**src/rtl/mmc_sirq_pkg.sv**
```systemverilog
package mmc_sirq_pkg;
   localparam int OFS_STATUS = 'h034;
   localparam int OFS_CLEAR  = 'h038;
   localparam int OFS_MASK0  = 'h03C;
   localparam int MASK_STEP  = 4;
   localparam int OFS_FCOUNT = 'h048;
   localparam int OFS_WIN_LO = 'h080;
   localparam int OFS_WIN_HI = 'h0BC;
   localparam int OFS_ID_LO  = 'hFE0;
   localparam int OFS_ID_HI  = 'hFFF;

   function automatic logic [7:0] id_byte(input logic [2:0] k);
      case (k)
         3'd0: id_byte = 8'h81;
         3'd1: id_byte = 8'h11;
         3'd2: id_byte = 8'h04;
         3'd3: id_byte = 8'h00;
         3'd4: id_byte = 8'h0D;
         3'd5: id_byte = 8'hF0;
         3'd6: id_byte = 8'h05;
         default: id_byte = 8'hB1;
      endcase
   endfunction
endpackage

```
**src/rtl/sirq_status_word.sv**
```systemverilog
module sirq_status_word #(
   parameter int DATA_W   = 32,
   parameter int EVT_BITS = 11,
   localparam int LVL_W   = DATA_W - EVT_BITS
) (
   input  logic                clk,
   input  logic                rst_n,
   input  logic                clr_stb,
   input  logic [EVT_BITS-1:0] clr_bits,
   input  logic [EVT_BITS-1:0] evt_set,
   input  logic [LVL_W-1:0]    lvl_in,
   output logic [DATA_W-1:0]   status
);
   logic [EVT_BITS-1:0] evt_q;
   logic [LVL_W-1:0]    lvl_q;
   logic [EVT_BITS-1:0] clr_eff;

   assign clr_eff = clr_stb ? clr_bits : '0;

   always_ff @(posedge clk) begin
      if (!rst_n) begin
         evt_q <= '0;
         lvl_q <= '0;
      end else begin
         evt_q <= (evt_q & ~clr_eff) | evt_set;
         lvl_q <= lvl_in;
      end
   end

   assign status = {lvl_q, evt_q};


   sticky_set_chk: assert property (@(posedge clk) disable iff (!rst_n)
      (evt_set != '0) |=> ((status[EVT_BITS-1:0] & $past(evt_set)) == $past(evt_set)));

   clear_low_chk: assert property (@(posedge clk) disable iff (!rst_n)
      (clr_stb && evt_set == '0) |=> ((status[EVT_BITS-1:0] & $past(clr_bits)) == '0));

   level_follow_chk: assert property (@(posedge clk) disable iff (!rst_n)
      clr_stb |=> (status[DATA_W-1:EVT_BITS] == $past(lvl_in)));
endmodule

```
**src/rtl/sirq_mask_line.sv**
```systemverilog
module sirq_mask_line #(
   parameter int DATA_W = 32,
   parameter int ADDR_W = 12,
   parameter int OFS    = 'h03C
) (
   input  logic              clk,
   input  logic              rst_n,
   input  logic              wr_en,
   input  logic [ADDR_W-1:0] addr,
   input  logic [DATA_W-1:0] wr_data,
   input  logic [DATA_W-1:0] status,
   output logic [DATA_W-1:0] mask,
   output logic              irq
);
   logic sel;

   assign sel = (addr == ADDR_W'(OFS));

   always_ff @(posedge clk) begin
      if (!rst_n)             mask <= '0;
      else if (wr_en && sel)  mask <= wr_data;
   end

   assign irq = |(status & mask);


   masked_off_chk: assert property (@(posedge clk) disable iff (!rst_n)
      (mask == '0) |-> !irq);

   needs_status_chk: assert property (@(posedge clk) disable iff (!rst_n)
      irq |-> (status != '0));
endmodule

```
**src/rtl/sirq_refill_gate.sv**
```systemverilog
module sirq_refill_gate (
   input  logic clk,
   input  logic rst_n,
   input  logic win_rd,
   input  logic poll_rd,
   output logic hold
);
   always_ff @(posedge clk) begin
      if (!rst_n)       hold <= 1'b0;
      else if (win_rd)  hold <= 1'b1;
      else if (poll_rd) hold <= 1'b0;
   end


   hold_raise_chk: assert property (@(posedge clk) disable iff (!rst_n)
      win_rd |=> hold);

   hold_release_chk: assert property (@(posedge clk) disable iff (!rst_n)
      (poll_rd && !win_rd) |=> !hold);
endmodule

```
**src/rtl/mmc_status_irq.sv**
```systemverilog
module mmc_status_irq #(
   parameter int DATA_W   = 32,
   parameter int ADDR_W   = 12,
   parameter int EVT_BITS = 11,
   parameter int CNT_W    = 16,
   parameter int NUM_IRQ  = 2,
   localparam int LVL_W   = DATA_W - EVT_BITS
) (
   input  logic                clk,
   input  logic                rst_n,
   input  logic [ADDR_W-1:0]   addr,
   input  logic                rd_en,
   input  logic                wr_en,
   input  logic [DATA_W-1:0]   wr_data,
   output logic [DATA_W-1:0]   rd_data,
   input  logic [EVT_BITS-1:0] evt_set,
   input  logic [LVL_W-1:0]    lvl_in,
   input  logic [CNT_W-1:0]    byte_remain,
   input  logic [DATA_W-1:0]   fifo_rdata,
   output logic                fifo_pop,
   output logic                refill_hold,
   output logic [NUM_IRQ-1:0]  irq
);
   import mmc_sirq_pkg::*;

   generate
      if (EVT_BITS < 1 || EVT_BITS >= DATA_W) begin : g_bad_evt
         $error("EVT_BITS must lie inside the status word");
      end
      if (CNT_W >= DATA_W) begin : g_bad_cnt
         $error("CNT_W must be narrower than DATA_W");
      end
      if (NUM_IRQ < 1 || DATA_W < 8 || ADDR_W < 12) begin : g_bad_cfg
         $error("need at least one line, byte-wide data and a 4 KiB window");
      end
   endgenerate

   logic [DATA_W-1:0] status;
   logic [DATA_W-1:0] mask_arr [NUM_IRQ];
   logic              clr_stb, win_hit, id_hit, win_rd, poll_rd;
   logic [CNT_W:0]    cnt_words;

   assign clr_stb = wr_en && (addr == ADDR_W'(OFS_CLEAR));
   assign win_hit = (addr >= ADDR_W'(OFS_WIN_LO)) && (addr <= ADDR_W'(OFS_WIN_HI))
                    && (addr[1:0] == 2'b00);
   assign id_hit  = (addr >= ADDR_W'(OFS_ID_LO)) && (addr <= ADDR_W'(OFS_ID_HI));
   assign win_rd  = rd_en && win_hit;
   assign poll_rd = rd_en && ((addr == ADDR_W'(OFS_STATUS)) || (addr == ADDR_W'(OFS_FCOUNT)));
   assign fifo_pop = win_rd;
   assign cnt_words = ({1'b0, byte_remain} + (CNT_W+1)'(3)) >> 2;

   sirq_status_word #(.DATA_W(DATA_W), .EVT_BITS(EVT_BITS)) u_status (
      .clk(clk), .rst_n(rst_n), .clr_stb(clr_stb),
      .clr_bits(wr_data[EVT_BITS-1:0]), .evt_set(evt_set),
      .lvl_in(lvl_in), .status(status));

   generate
      for (genvar gi = 0; gi < NUM_IRQ; gi++) begin : g_line
         sirq_mask_line #(.DATA_W(DATA_W), .ADDR_W(ADDR_W),
                          .OFS(OFS_MASK0 + MASK_STEP*gi)) u_line (
            .clk(clk), .rst_n(rst_n), .wr_en(wr_en), .addr(addr),
            .wr_data(wr_data), .status(status),
            .mask(mask_arr[gi]), .irq(irq[gi]));
      end
   endgenerate

   sirq_refill_gate u_gate (
      .clk(clk), .rst_n(rst_n), .win_rd(win_rd), .poll_rd(poll_rd),
      .hold(refill_hold));

   always_comb begin
      rd_data = '0;
      if (rd_en) begin
         if (addr == ADDR_W'(OFS_STATUS))      rd_data = status;
         else if (addr == ADDR_W'(OFS_FCOUNT)) rd_data = DATA_W'(cnt_words);
         else if (win_hit)                     rd_data = fifo_rdata;
         else if (id_hit)                      rd_data = DATA_W'(id_byte(addr[4:2]));
         else begin
            for (int i = 0; i < NUM_IRQ; i++) begin
               if (addr == ADDR_W'(OFS_MASK0 + MASK_STEP*i)) rd_data = mask_arr[i];
            end
         end
      end
   end


   always_comb begin
      single_read_kind_chk: assert (!(win_rd && poll_rd));
   end
endmodule

```
**config.mk**
```make
export PLATFORM = sky130hd
export DESIGN_NAME = mmc_status_irq
export DESIGN_NICKNAME = d
export VERILOG_FILES = /design/src/rtl/mmc_sirq_pkg.sv /design/src/rtl/sirq_status_word.sv /design/src/rtl/sirq_mask_line.sv /design/src/rtl/sirq_refill_gate.sv /design/src/rtl/mmc_status_irq.sv
export SDC_FILE = /design/constraint.sdc
export NUM_CORES = 1
export LEC_CHECK = 0
export BUFFER_PORTS_ARGS = -buffer_cell sky130_fd_sc_hd__buf_4
export CAP_MARGIN = 20
export CORE_AREA = 2 2 151 79
export DETAILED_ROUTE_END_ITERATION = 10
export DIE_AREA = 0 0 153 81
export MAX_ROUTING_LAYER = met4
export PLACE_DENSITY = 0.87
export SYNTH_ARGS = -nofsm -noshare
export SYNTH_HDL_FRONTEND = slang
export SYNTH_SLANG_ARGS = --single-unit
export TNS_END_PERCENT = 30
```
**constraint.sdc**
```tcl
create_clock -name clk -period 1.9 [get_ports clk]
set_input_delay 0.095 -clock clk [delete_from_list [all_inputs] [get_ports clk]]
set_output_delay 0.095 -clock clk [all_outputs]
set_load 0.005 [all_outputs]
```
-- After elaboration in Yosys (flattened, before gate mapping)
Cells that the tools add are included.
- register bits after elaboration: 97
- input port bits: 128
- mux-type cells: 11
- reduce and logical (&&, ||, !) cells: 14
- equality and inequality tests: 11
- $lt $le $gt $ge: 4
- add/subtract/negate cells: 1
- bitwise gates (word level): 5
- operators with widths (operator ; number):
    two-way mux 32 bit ; 7
    bitwise AND 32 bit ; 2
    OR reduction 32 bit ; 2
    one-hot mux 8 bit (7 select lines) ; 1
    == test 12 x 6 -> 1 bit, second input constant ; 3
    == test 12 x 7 -> 1 bit, second input constant ; 2
    adder 16 x 2 -> 17 bit, second input constant ; 1
    >= comparator 12 bit, second input constant ; 1
    >= comparator 12 x 8 -> 1 bit, second input constant ; 1
    less-or-equal comparator 12 bit, second input constant ; 1
    less-or-equal comparator 12 x 8 -> 1 bit, second input constant ; 1
    bitwise AND 11 bit ; 1
    two-way mux 11 bit ; 1
    inverter 11 bit ; 1
    bitwise OR 11 bit ; 1
    == test 3 bit, second input constant ; 3
    logical AND 1 bit ; 8
    == test 3 x 2 -> 1 bit, second input constant ; 2
    == test 3 x 1 -> 1 bit, second input constant ; 1
    logical NOT 3 bit ; 1
    logical NOT 2 bit ; 1
    two-way mux 1 bit ; 2
    nonzero test 2 bit ; 1
    logical OR 1 bit ; 1

-- Depth between registers and ports, before layout
- word-level depth: 8
- mapped depth: 8

-- Modules after synthesis
A second synthesis with hierarchy kept.
- cells, all modules: 648
- area total of the unflattened synthesis: 5552.8 µm²
- modules (own cells, without submodules) (module ; sequential area each (µm²) ; area an instance (µm²) ; cells an instance ; instances):
    sirq_mask_line (g_line[0].u_line) ; 640.6 ; 1502.7 ; 165 ; 1
    sirq_mask_line (g_line[1].u_line) ; 640.6 ; 1493.9 ; 165 ; 1
    mmc_status_irq ; 0.0 ; 1460.2 ; 225 ; 1
    sirq_status_word ; 640.6 ; 1054.8 ; 90 ; 1
    sirq_refill_gate ; 20.0 ; 41.3 ; 3 ; 1

-- Least setup slack after synthesis
No wires, ideal clock.
- kind: input port to output port
- start point: in addr[9]
- end point: out rd_data[19]
- slack: 0.062 ns
- stages on the path: 7
- required time: 1.805 ns
- arrival: 1.743 ns
- buffers on the path: 3
- cell sequence: or4_1 > buf_2 > nor4_4 > buf_4 > buf_4 > a222oi_1 > a21oi_1
- word-level cells in the longest chain between the ends: 8
- elaborated cells on any way between the ends: 18
- those cells by class: order compare (4); eq/ne (4); mux (7); reduce/logical (3)
- ends and longest elaborated chain (element ; line ; RTL):
    start: declaration ; mmc_status_irq.sv:11 ; input logic [ADDR_W-1:0] addr,
    parallel branches: the longest is 6 deep, another holds >= comparator 12 bit ; - ;
    two-way mux 32 bit (*) ; mmc_status_irq.sv:74 ; if (addr == ADDR_W'(OFS_STATUS)) rd_data = status;
    two-way mux 32 bit (*) ; mmc_status_irq.sv:73 ; if (rd_en) begin
    end: declaration ; mmc_status_irq.sv:15 ; output logic [DATA_W-1:0] rd_data,
Every way passes the cells marked *.

-- Worst setup path in the final report
- start point: in addr[10]
- end point: out rd_data[0]
Same word-level chain as after synthesis.

==> summary.txt <==
Slew Limit Headroom = 63.4%
DR vias = 6278
Cell taking the most area after synthesis = dfxtp_1
H-tree depth = 3
Worst path cell trace = buf_6 > or4_4 > nor4_4 > buf_4 > clkbuf_16 > a222oi_1 > a31oi_1 > buf_4
Slew Viols, Final = 0
Min-Delay Path Depth = 3
Commonest cells post-synth = nand2_1, dfxtp_1, a21boi_1
Final hold violation count = 0
Num Clock Sinks = 97
Post-route core utilization = 70.4%
Die width = 153 um
Crit path DAT = 1.98 ns
Nets = 992
Yosys reg bits = 97
Max stage delay on crit path = 0.61 ns
Peak supply drop = 0.000515 V
Tmin final = 2.07 ns
Fin area = 0.00797 mm2
Largest net degree at the start of global routing = 50
Core Area = 0.0113 mm2
Avg Cell Area, Syn = 7.98 um2
Total grt overflow = 0
Leakage = 3.18 nW
Power per cell area = 603 mW/mm2
Worst-margin pin slew = 0.549 ns
Num CTS Buffers = 9
CTS max path bufs = 2
Top sig layer = met4
Post-synthesis sequential area ratio = 38.7%
CP top delay family = simple AND/OR/NAND/NOR gates
Die Area = 0.0124 mm2
Gr usage total = 36.5%
WP depth = 8
DR WL met3 = 3620 um
Root buf cell = clkbuf_16
Hold WC Path Type = input port to flop
CP startpoint kind = input port
Number of fill cells = 872
Top FF cell, synth = dfxtp_1
Met1 wire length = 9360 um
DP Area = 0.00674 mm2
Port bufs = 163
Reg area = 0.00196 mm2
Yosys warns = 0
Top-count cell post-synth = nand2_1
# DRC = 0
Clk Latency, worst-skew pair = 0.35 ns
Hold slack = 0.00227 ns
Synth top area share = 38.7%
Failing checks = negative setup slack
Critical path class = input port to output pin
Async SR Flop Fraction = 0%
Antenna-violating nets left = 0
Crit share post-route = 109%
Fmax = 482 MHz
DRT iter0 DRCs = 824
Largest cells by area after synthesis = dfxtp_1, nand2_1, a21boi_1
Pre-CTS setup slack = -0.399 ns
Routability cong. = 0.979
Post-DP HPWL = 15700 um
Global-route wire length before repair = 33300 um
Area occupied by multi-input gates = 0.00301 mm2
Via density = 6.15
Worst Path Required = 1.80 ns
Reg2Reg Depth = 2
Routed Wire Length = 22600 um
CP Capture Type = output pin
Buf/Inv on CP = 4
Netlist cell types = 47
Syn_nets = 757
DR pass1 iterations = 6
Share of cells above drive strength 1 = 35.7%
Worst Slack Setup Final = -0.173 ns
Syn-to-layout area delta = 58.8%
Max FO, Critical Path = 6
Initial Util = 44.3%
Status = finished with violations
Clk_skew = 0 ns
Number of flops mapped to enable cells by yosys = 0
Initial antenna violation count = 2
Critical Path Most Common Cell = buf_4
CTS tree = done
Clock Pin Slew Worst Setup and Hold Paths = 0.07 ns
Rows = 28
IO Pins = 164
Slowest cell on the critical path = or4_4
Final setup vio count = 31
Post-Syn Area = 0.00502 mm2
RSZ-0062 raised after global routing = yes
Drt wl/cell = 22.1 um
DR WL met2 = 9280 um
Max-cap viol count = 0
Die height = 81 um
Vias in the first global route = 5850
Setup TNS = -2.64 ns
Post-synthesis cell count = 629
-- state kept, by name, indices dropped and copies added, names as in the netlist --
signal	cells
g_line.u_line.mask	64
u_status.lvl_q	21
u_gate.hold	1
u_status.evt_q	11
-- final cells by class --
cell class / count / area share [%]
flip-flops and latches: 97 / 24.5
clock inverters: 6 / 1.41
clock buffers: 10 / 3.00
inverters: 3 / 0.141
well taps: 150 / 2.35
diodes: 2 / 0.0628
repair buffers: 270 / 30.7
multi-input cells: 483 / 37.8
-- routing by layer --
| metal | vias to the layer above | GRT usage, % |
|---|---|---|
| met5 | - | - |
| met4 | 0 | 7.78 |
| met3 | 44 | 13.2 |
| met2 | 525 | 51.8 |
| met1 | 2956 | 49.8 |
| li1 | 2753 | - |
-- repair_timing --
item,4_1_cts,5_1_grt
pin swaps,42,20
cloned,7,0
hold endpoints to repair,31,0
hold buffers,31,0
setup endpoints to repair,34,47
resized for setup,45,44
setup buffers,8,7
-- power by group --
| group | internal [W] | leakage (nW) | switching [W] |
|---|---|---|---|
| clock | 0.00133 | 0.173 | 0.000807 |
| combinational | 0.000316 | 2.21 | 0.000216 |
| sequential | 0.00207 | 0.794 | 0.0000643 |
-- stage by stage --
stage | power, W | instances
floorplan | 0.00227 | 629
finish | 0.00480 | 1021
detailed placement | 0.00262 | 952
CTS | 0.00478 | 1014
global route | 0.00490 | 1021
global placement | 0.00262 | 952
-- final timing paths --
kind              slack, ns                       from                   endpoint
hold reg to reg        0.48  g_line[1].u_line.mask[29]  g_line[1].u_line.mask[29]
hold / removal        0.002                wr_data[23]  g_line[0].u_line.mask[23]
setup reg to reg       1.06          u_status.evt_q[0]          u_status.evt_q[0]
setup / recovery      -0.17                   addr[10]                 rd_data[0]
-- worst reg2reg max path, cell delays in order (launching register included) --
cell and delay [ns]:
dfxtp_1 0.54, a21oi_1 0.12, nor2b_1 0.12
-- logic make-up after synthesis --
family          share of synthesized area, %
flops                                   38.7
buf+inv                                 5.04
mux                                    0.224
compound gates                          30.0
simple gates                            24.5
xor+xnor                                1.57
-- cell usage in the layout, fill, tap and decap left out, drive strengths merged, types with 6 or more instances in the layout --
cell and instances:
nor2b 12, a21boi 65, dfxtp 97, buf 238, a221oi 11, dlygate4sd3 31, a21oi 42, nor2 9
nand3 10, a22oi 32, a222oi 19, xor2 8, clkbuf 11, nor3 6, and2 26, o21ai 11
nand2 176, nand4 6
Power figures use the tool's default switching activity.
